## config.mk

```make
export PLATFORM = sky130hd
export DESIGN_NAME = faw_limiter
export DESIGN_NICKNAME = d
export VERILOG_FILES = /design/src/rtl/faw_pkg.sv /design/src/rtl/faw_hist_entry.sv /design/src/rtl/faw_gate.sv /design/src/rtl/faw_err.sv /design/src/rtl/faw_limiter.sv
export SDC_FILE = /design/constraint.sdc
export NUM_CORES = 1
export LEC_CHECK = 0
export ABC_AREA = 1
export BUFFER_PORTS_ARGS = -buffer_cell sky130_fd_sc_hd__buf_2
export CAP_MARGIN = 5
export CELL_PAD_IN_SITES_DETAIL_PLACEMENT = 1
export CELL_PAD_IN_SITES_GLOBAL_PLACEMENT = 2
export CORE_MARGIN = 1
export CORE_UTILIZATION = 35
export CTS_CLUSTER_DIAMETER = 50
export DETAILED_ROUTE_END_ITERATION = 6
export GPL_TIMING_DRIVEN = 0
export PLACE_DENSITY = 0.75
export SLEW_MARGIN = 20
export SYNTH_ARGS = -nofsm -noshare
export SYNTH_HDL_FRONTEND = slang
export SYNTH_SLANG_ARGS = --single-unit
```

## constraint.sdc

```tcl
create_clock -name clk_i -period 3.2 [get_ports clk_i]
set_clock_uncertainty 0.05 [all_clocks]
set_input_delay 0.64 -clock clk_i [delete_from_list [all_inputs] [get_ports clk_i]]
set_output_delay 0.64 -clock clk_i [all_outputs]
set_load 0.01 [all_outputs]
```

## src/rtl/faw_pkg.sv

```systemverilog
package faw_pkg;
  parameter int unsigned FAW_ACTS  = 4;
  parameter int unsigned FAW_WIN_W = 8;

  function automatic int unsigned faw_idx_w(input int unsigned n);
    return (n > 1) ? $clog2(n) : 1;
  endfunction
endpackage

```

## src/rtl/faw_hist_entry.sv

```systemverilog
module faw_hist_entry #(
  parameter int unsigned WIN_W = faw_pkg::FAW_WIN_W
) (
  input  logic             clk_i,
  input  logic             rst_ni,
  input  logic             wr_i,
  input  logic [WIN_W-1:0] window_i,
  output logic             valid_o,
  output logic             young_o
);
  localparam logic [WIN_W-1:0] AGE_MAX = '1;

  logic [WIN_W-1:0] age_q;
  logic             valid_q;

  always_ff @(posedge clk_i or negedge rst_ni) begin
    if (!rst_ni) begin
      age_q   <= AGE_MAX;
      valid_q <= 1'b0;
    end else if (wr_i) begin
      age_q   <= WIN_W'(1);
      valid_q <= 1'b1;
    end else if (valid_q && age_q != AGE_MAX) begin
      age_q   <= age_q + WIN_W'(1);
    end
  end

  assign valid_o = valid_q;
  assign young_o = valid_q && (age_q < window_i);

  // an entry that is not rewritten ages by one each cycle until it saturates
  a_r3_age_steps: assert property (@(posedge clk_i) disable iff (!rst_ni)
    (valid_q && !wr_i && age_q != AGE_MAX) |=> (age_q == $past(age_q) + WIN_W'(1)));

  // a rewrite restarts the entry at age 1
  a_r8_write_restarts: assert property (@(posedge clk_i) disable iff (!rst_ni)
    wr_i |=> (valid_q && age_q == WIN_W'(1)));
endmodule

```

## src/rtl/faw_gate.sv

```systemverilog
module faw_gate #(
  parameter int unsigned ACTS = faw_pkg::FAW_ACTS
) (
  input  logic [ACTS-1:0] young_i,
  output logic            act_ok_o
);
  localparam int unsigned CNT_W = $clog2(ACTS + 1);

  logic [CNT_W-1:0] young_cnt;

  always_comb begin
    young_cnt = '0;
    for (int i = 0; i < ACTS; i++) young_cnt = young_cnt + CNT_W'(young_i[i]);
  end

  assign act_ok_o = (young_cnt < CNT_W'(ACTS));
endmodule

```

## src/rtl/faw_err.sv

```systemverilog
module faw_err (
  input  logic clk_i,
  input  logic rst_ni,
  input  logic act_i,
  input  logic act_ok_i,
  output logic proto_err_o
);
  logic err_q;

  always_ff @(posedge clk_i or negedge rst_ni) begin
    if (!rst_ni) err_q <= 1'b0;
    else         err_q <= act_i && !act_ok_i;
  end

  assign proto_err_o = err_q;

  a_r4_err_on_blocked: assert property (@(posedge clk_i) disable iff (!rst_ni)
    (act_i && !act_ok_i) |=> proto_err_o);

  a_r5_no_err_when_ok: assert property (@(posedge clk_i) disable iff (!rst_ni)
    (act_i && act_ok_i) |=> !proto_err_o);
endmodule

```

## src/rtl/faw_limiter.sv

```systemverilog
module faw_limiter #(
  parameter int unsigned ACTS  = faw_pkg::FAW_ACTS,
  parameter int unsigned WIN_W = faw_pkg::FAW_WIN_W
) (
  input  logic             clk_i,
  input  logic             rst_ni,
  input  logic             act_i,
  input  logic [WIN_W-1:0] window_i,
  output logic             act_ok_o,
  output logic             proto_err_o
);
  localparam int unsigned PTR_W = faw_pkg::faw_idx_w(ACTS);
  localparam logic [PTR_W-1:0] PTR_LAST = PTR_W'(ACTS - 1);

  logic [PTR_W-1:0] wr_ptr_q;
  logic [ACTS-1:0]  wr_sel;
  logic [ACTS-1:0]  valid;
  logic [ACTS-1:0]  young;

  always_ff @(posedge clk_i or negedge rst_ni) begin
    if (!rst_ni)    wr_ptr_q <= '0;
    else if (act_i) wr_ptr_q <= (wr_ptr_q == PTR_LAST) ? '0 : wr_ptr_q + PTR_W'(1);
  end

  for (genvar g = 0; g < ACTS; g++) begin : g_hist
    assign wr_sel[g] = act_i && (wr_ptr_q == PTR_W'(g));
    faw_hist_entry #(.WIN_W(WIN_W)) u_entry (
      .clk_i    (clk_i),
      .rst_ni   (rst_ni),
      .wr_i     (wr_sel[g]),
      .window_i (window_i),
      .valid_o  (valid[g]),
      .young_o  (young[g])
    );
  end

  faw_gate #(.ACTS(ACTS)) u_gate (
    .young_i  (young),
    .act_ok_o (act_ok_o)
  );

  faw_err u_err (
    .clk_i       (clk_i),
    .rst_ni      (rst_ni),
    .act_i       (act_i),
    .act_ok_i    (act_ok_o),
    .proto_err_o (proto_err_o)
  );

  // with fewer than ACTS recorded entries the limiter cannot block
  a_r2_open_when_sparse: assert property (@(posedge clk_i) disable iff (!rst_ni)
    ($countones(valid) < ACTS) |-> act_ok_o);

  // entries fill in order from empty
  a_r1_fill_order: assert property (@(posedge clk_i) disable iff (!rst_ni)
    (!(&valid)) |-> (valid == ((ACTS)'(1) << wr_ptr_q) - (ACTS)'(1)));

  // zero window never blocks
  a_r6_zero_window: assert property (@(posedge clk_i) disable iff (!rst_ni)
    (window_i == '0) |-> act_ok_o);
endmodule

```

### Word level (Yosys, flattened, before mapping)

Cells that the tools add are included.

* register bits after elaboration: 39
* word-level logic and storage cells: 58

* add/subtract/negate cells: 8
* $lt $le $gt $ge: 5
* equal/unequal tests: 7
* multiplexer cells: 9
* reductions and logical operators: 19

Operator list (count)
* two-way mux 8 bit: 8
* adder 8 x 1 -> 8 bit (second input constant): 4
* < comparator 8 bit: 4
* != test 8 bit (second input constant): 4
* logical AND 1 bit: 13
* nonzero test 2 bit: 4
* adder 3 x 1 -> 3 bit: 2
* equality test 2 bit (second input constant): 2
* < comparator 3 bit (second input constant): 1
* adder 1 x 1 -> 2 bit: 1
* adder 2 x 1 -> 2 bit (second input constant): 1
* equality test 2 x 1 -> 1 bit (second input constant): 1
* zero test 2 bit: 1
* two-way mux 2 bit: 1
* zero test 1 bit: 1

### Logic depth before layout (Yosys ltp)

* depth after elaboration: 8
* depth in mapped cells: 14
* mapped depth without buffers: 14

### By module

Synthesis repeated with hierarchy kept, for this count alone.

* cell total of the unflattened synthesis: 445
* area, all modules: 3098.0 um^2

By module, submodules not included
* faw_hist_entry: times used 4, cells an instance 103, area an instance 713.2 um^2, seq. area each 235.2 um^2
* faw_limiter: times used 1, cells an instance 24, area an instance 170.2 um^2, seq. area each 50.0 um^2
* faw_gate: times used 1, cells an instance 6, area an instance 40.0 um^2, seq. area each 0.0 um^2
* faw_err: times used 1, cells an instance 3, area an instance 35.0 um^2, seq. area each 25.0 um^2

### Worst setup path after synthesis

Ideal clock, no wire load.

* path type: input port to output port
* start point: input port window_i[7]
* end point: output port act_ok_o
* data arrival time: 2.168 ns
* slack: 0.342 ns
* cell stages on the path: 10
* buffers on the path: 0
* cell sequence: inv_1 -> ha_1 -> a21oi_1 -> o21a_1 -> nor3b_1 -> ha_1 -> ha_1 -> nand4_1 -> nand2_1 -> nand2_1

* longest elaborated chain between the ends: 6
* elaborated cells on any way between the ends: 12
* classes of those cells: add/sub (3); order compare (5); reduce/logical (4)

RTL lines
* start, declared: line faw_limiter.sv:8 `input logic [WIN_W-1:0] window_i,`
* < comparator 8 bit: line faw_hist_entry.sv:29 `assign young_o = valid_q && (age_q < window_i);`
* logical AND 1 bit: line faw_hist_entry.sv:29
* adder 1 x 1 -> 2 bit: line faw_gate.sv:13 `for (int i = 0; i < ACTS; i++) young_cnt = young_cnt + CNT_W'(young_i[i]);`
* adder 3 x 1 -> 3 bit: line faw_gate.sv:13
* adder 3 x 1 -> 3 bit *: line faw_gate.sv:13
* < comparator 3 bit *: line faw_gate.sv:16 `assign act_ok_o = (young_cnt < CNT_W'(ACTS));`
* end, declared: line faw_limiter.sv:9 `output logic act_ok_o,`

Every way passes the cells marked *; elsewhere a longest branch is shown, timed or not.

### Final worst setup path

Ends and elaborated chain as after synthesis.

==> flow_summary.json <==
{
  "numClockSinks": 39,
  "drv_slew": 0,
  "hold_viol_final": 0,
  "layout.cells.non_filler": 465,
  "io_buffers": 11,
  "core_area_sq_um": 7410,
  "crit_required_ns": 2.51,
  "vias": 2298,
  "grt_overflow": 0,
  "arrival_ns": 2.44,
  "ant_nets": 0,
  "clockPowerShare_pct": 15.6,
  "p_int_uw": 1370,
  "io_pins": 13,
  "clock_path_buffers": 2,
  "fin_crit_sh_pct": 97.8,
  "synth_async_sr_flop_share_pct": 100,
  "h-tree-depth": 2,
  "clockRootBuffer": "clkbuf_8",
  "synth_ff_type": "dfstp_2",
  "fmax_mhz": 320,
  "area_growth_pct": 14.4,
  "drv_cap": 0,
  "rsz0062_at_grt": "yes",
  "dpl.hpwl_microns": 5050,
  "critical_path_buf_inv_count": 4,
  "die_area_sq_um": 8190,
  "yosys.area.top_type": "dfstp_2",
  "initial_core_util_pct": 37.0,
  "power.density_nw_per_um2": 723,
  "synth.most_common_cell": "inv_1",
  "tightestPinTransition_ns": 0.920,
  "firstDrtPassIters": 4,
  "final_area_sq_um": 3140,
  "routed_via_density": 4.94,
  "synth_cell_types": 28,
  "syn_avg_cell_area_sq_um": 8.07,
  "holdWs_ns": 0.429,
  "num_antenna_cells": 0,
  "switching_share_pct": 39.9,
  "path_class": "input pin to primary output",
  "grt_max_degree": 40,
  "fin_util_pct": 42.4,
  "leakage_uw": 0.00151,
  "worstSkewPairLatency_ns": 0.29,
  "die_w_microns": 90.5,
  "status": "complete, no violations",
  "crit_path_end_kind": "primary output",
  "critical-path-top-delay-family": "adder cells",
  "synth-seq-area-share_pct": 37.0,
  "placed_area_sq_um": 2920,
  "setup_viol": 0,
  "gp_congestion": 0.712,
  "ys_ff_latch": 39,
  "yosys_warnings": 0,
  "track_usage_pct": 17.5,
  "antenna_found_initial": 0,
  "period_needed_ns": 3.13,
  "fin_nets": 414,
  "slew_headroom_pct": 38.7,
  "synth-edff-count": 0,
  "cp-start-kind": "input pin",
  "seqPwrFrac_pct": 41.8,
  "synthTopCellsByArea": "dfstp_2 31%, ha_1 17%, inv_1 8.3%",
  "fin_total_pwr_uw": 2270,
  "grt_pass1_vias": 2379,
  "grt_pass1_wl_microns": 11400,
  "drc": 0,
  "path_clk_slew_ns": 0.08,
  "numCtsBuffers": 5,
  "crit_chain": "buf_2, inv_4, ha_4, nand2_1, inv_1, nand3_1, a21oi_1, nor3b_2, ha_1, ha_4, nand4_1, nand2_1, nand2_2, buf_6",
  "crit_path_max_fanout": 4,
  "tritoncts": "built",
  "slowest_stage": "ha_1",
  "synth_area_sq_um": 2740,
  "dp_cells": 450,
  "synth_cells": 340,
  "die_h_microns": 90.5,
  "p_switching_uw": 905,
  "hold_path.class": "input pin to asynchronous set/reset pin",
  "routed_wl_microns": 6570,
  "synth_common_cells": "61 x inv_1, 57 x nand2_1, 38 x ha_1, 32 x dfstp_2, 31 x a21oi_1",
  "synth_top_cell_area_share_pct": 30.7,
  "synth_fp_nets": 389,
  "rows": 31,
  "ir_drop_mv": 0.335,
  "cpPeakStageDelay_ns": 0.33,
  "drt_iter0_markers": 30,
  "drive_gt1_share_pct": 23.0,
  "p_comb_share_pct": 42.6,
  "wl_per_cell_microns": 14.1
}
final timing paths:
path | start | to | slack [ns] | cells past startpoint
worst max-delay path | window_i[7] | act_ok_o | 0.07 | 14
worst min-delay path | rst_ni | g_hist[2].u_entry.valid_o$_DFFE_PN0P_ | 0.43 | 1
worst max register to register | g_hist[0].u_entry.age_q[5]$_DFFE_PN1P_ | u_err.proto_err_o$_DFF_PN0_ | 1.00 | 10
worst min register to register | g_hist[1].u_entry.age_q[4]$_DFFE_PN1P_ | g_hist[1].u_entry.age_q[4]$_DFFE_PN1P_ | 0.43 | 2
max in group asynchronous | rst_ni | g_hist[1].u_entry.valid_o$_DFFE_PN0P_ | 2.09 | 1
min in group clk_i | g_hist[1].u_entry.age_q[4]$_DFFE_PN1P_ | g_hist[1].u_entry.age_q[4]$_DFFE_PN1P_ | 0.43 | 2
cell usage in the layout (no fill, tap or decap), types with 9 or more instances in the layout:
master / instances
a21oi_1: 29
buf_2: 9
dfstp_2: 32
ha_1: 35
inv_1: 55
nand2_1: 56
nand3_1: 21
nor2_1: 19
o21ai_0: 22
layout make-up:
class                   count  area (sq um)
clock inverters             1          5.00
plain buffers               1          7.51
flip-flops and latches     39          1020
clock buffers               7          86.3
fillers                   919          4270
inverters                  63           244
well taps                  99           124
multi-input cells         237          1540
repair buffers             18           120
worst register-to-register path: stages (launching register included):
cell and delay, ns:
dfstp_2 0.59, ha_4 0.21, a21oi_2 0.13, o21a_1 0.14, nor3b_2 0.16, ha_1 0.28
ha_4 0.27, nand4_1 0.07, nand2_1 0.08, nand2_2 0.07, nor2_1 0.08
what timing repair did:
item,in CTS,in global routing
setup buffers,3,4
hold buffers,0,0
endpoints found under the hold margin,0,0
setup endpoints to repair,1,1
resized for setup,11,8
pin swaps,6,6
state kept, by name (all words and copies together) (netlist names):
register	cells
wr_ptr_q	2
g_hist.u_entry.age_q	32
g_hist.u_entry.valid_o	4
u_err.proto_err_o	1
per-stage QoR:
stage	TNS [ns]	setup WS [ns]
finish	0	0.0713
global route	-0.0863	-0.0863
CTS	0	0.00487
detailed placement	-0.164	-0.164
global placement	-0.203	-0.203
floorplan	0	0.342
routing by layer:
metal / up-vias / track usage (%) / routed length (microns)
li1: 1172 / - / -
met1: 1101 / 23.7 / 3240
met2: 23 / 29.9 / 3130
met3: 2 / 2.61 / 161
met4: 0 / 2.82 / 31
met5: - / 0 / 0
cell families after synthesis:
family	share of synthesized area, %
AOI/OAI and AO/OA	14.0
xor gates and xnor gates	1.60
adders and majority gates	17.3
buffers and inverters	8.90
DFF	37.0
and+or+nand+nor	21.1
power groups by stage:
stage | sequential, uW | clock, uW | combinational [uW]
4_1_cts | 960 | 369 | 938
3_3_place_gp | 965 | 0 | 861
3_5_place_dp | 967 | 0 | 903
2_1_floorplan | 903 | 0 | 686
5_1_grt | 981 | 384 | 1150
6_report | 949 | 353 | 968
No activity file was read; power rests on OpenSTA's default activity.
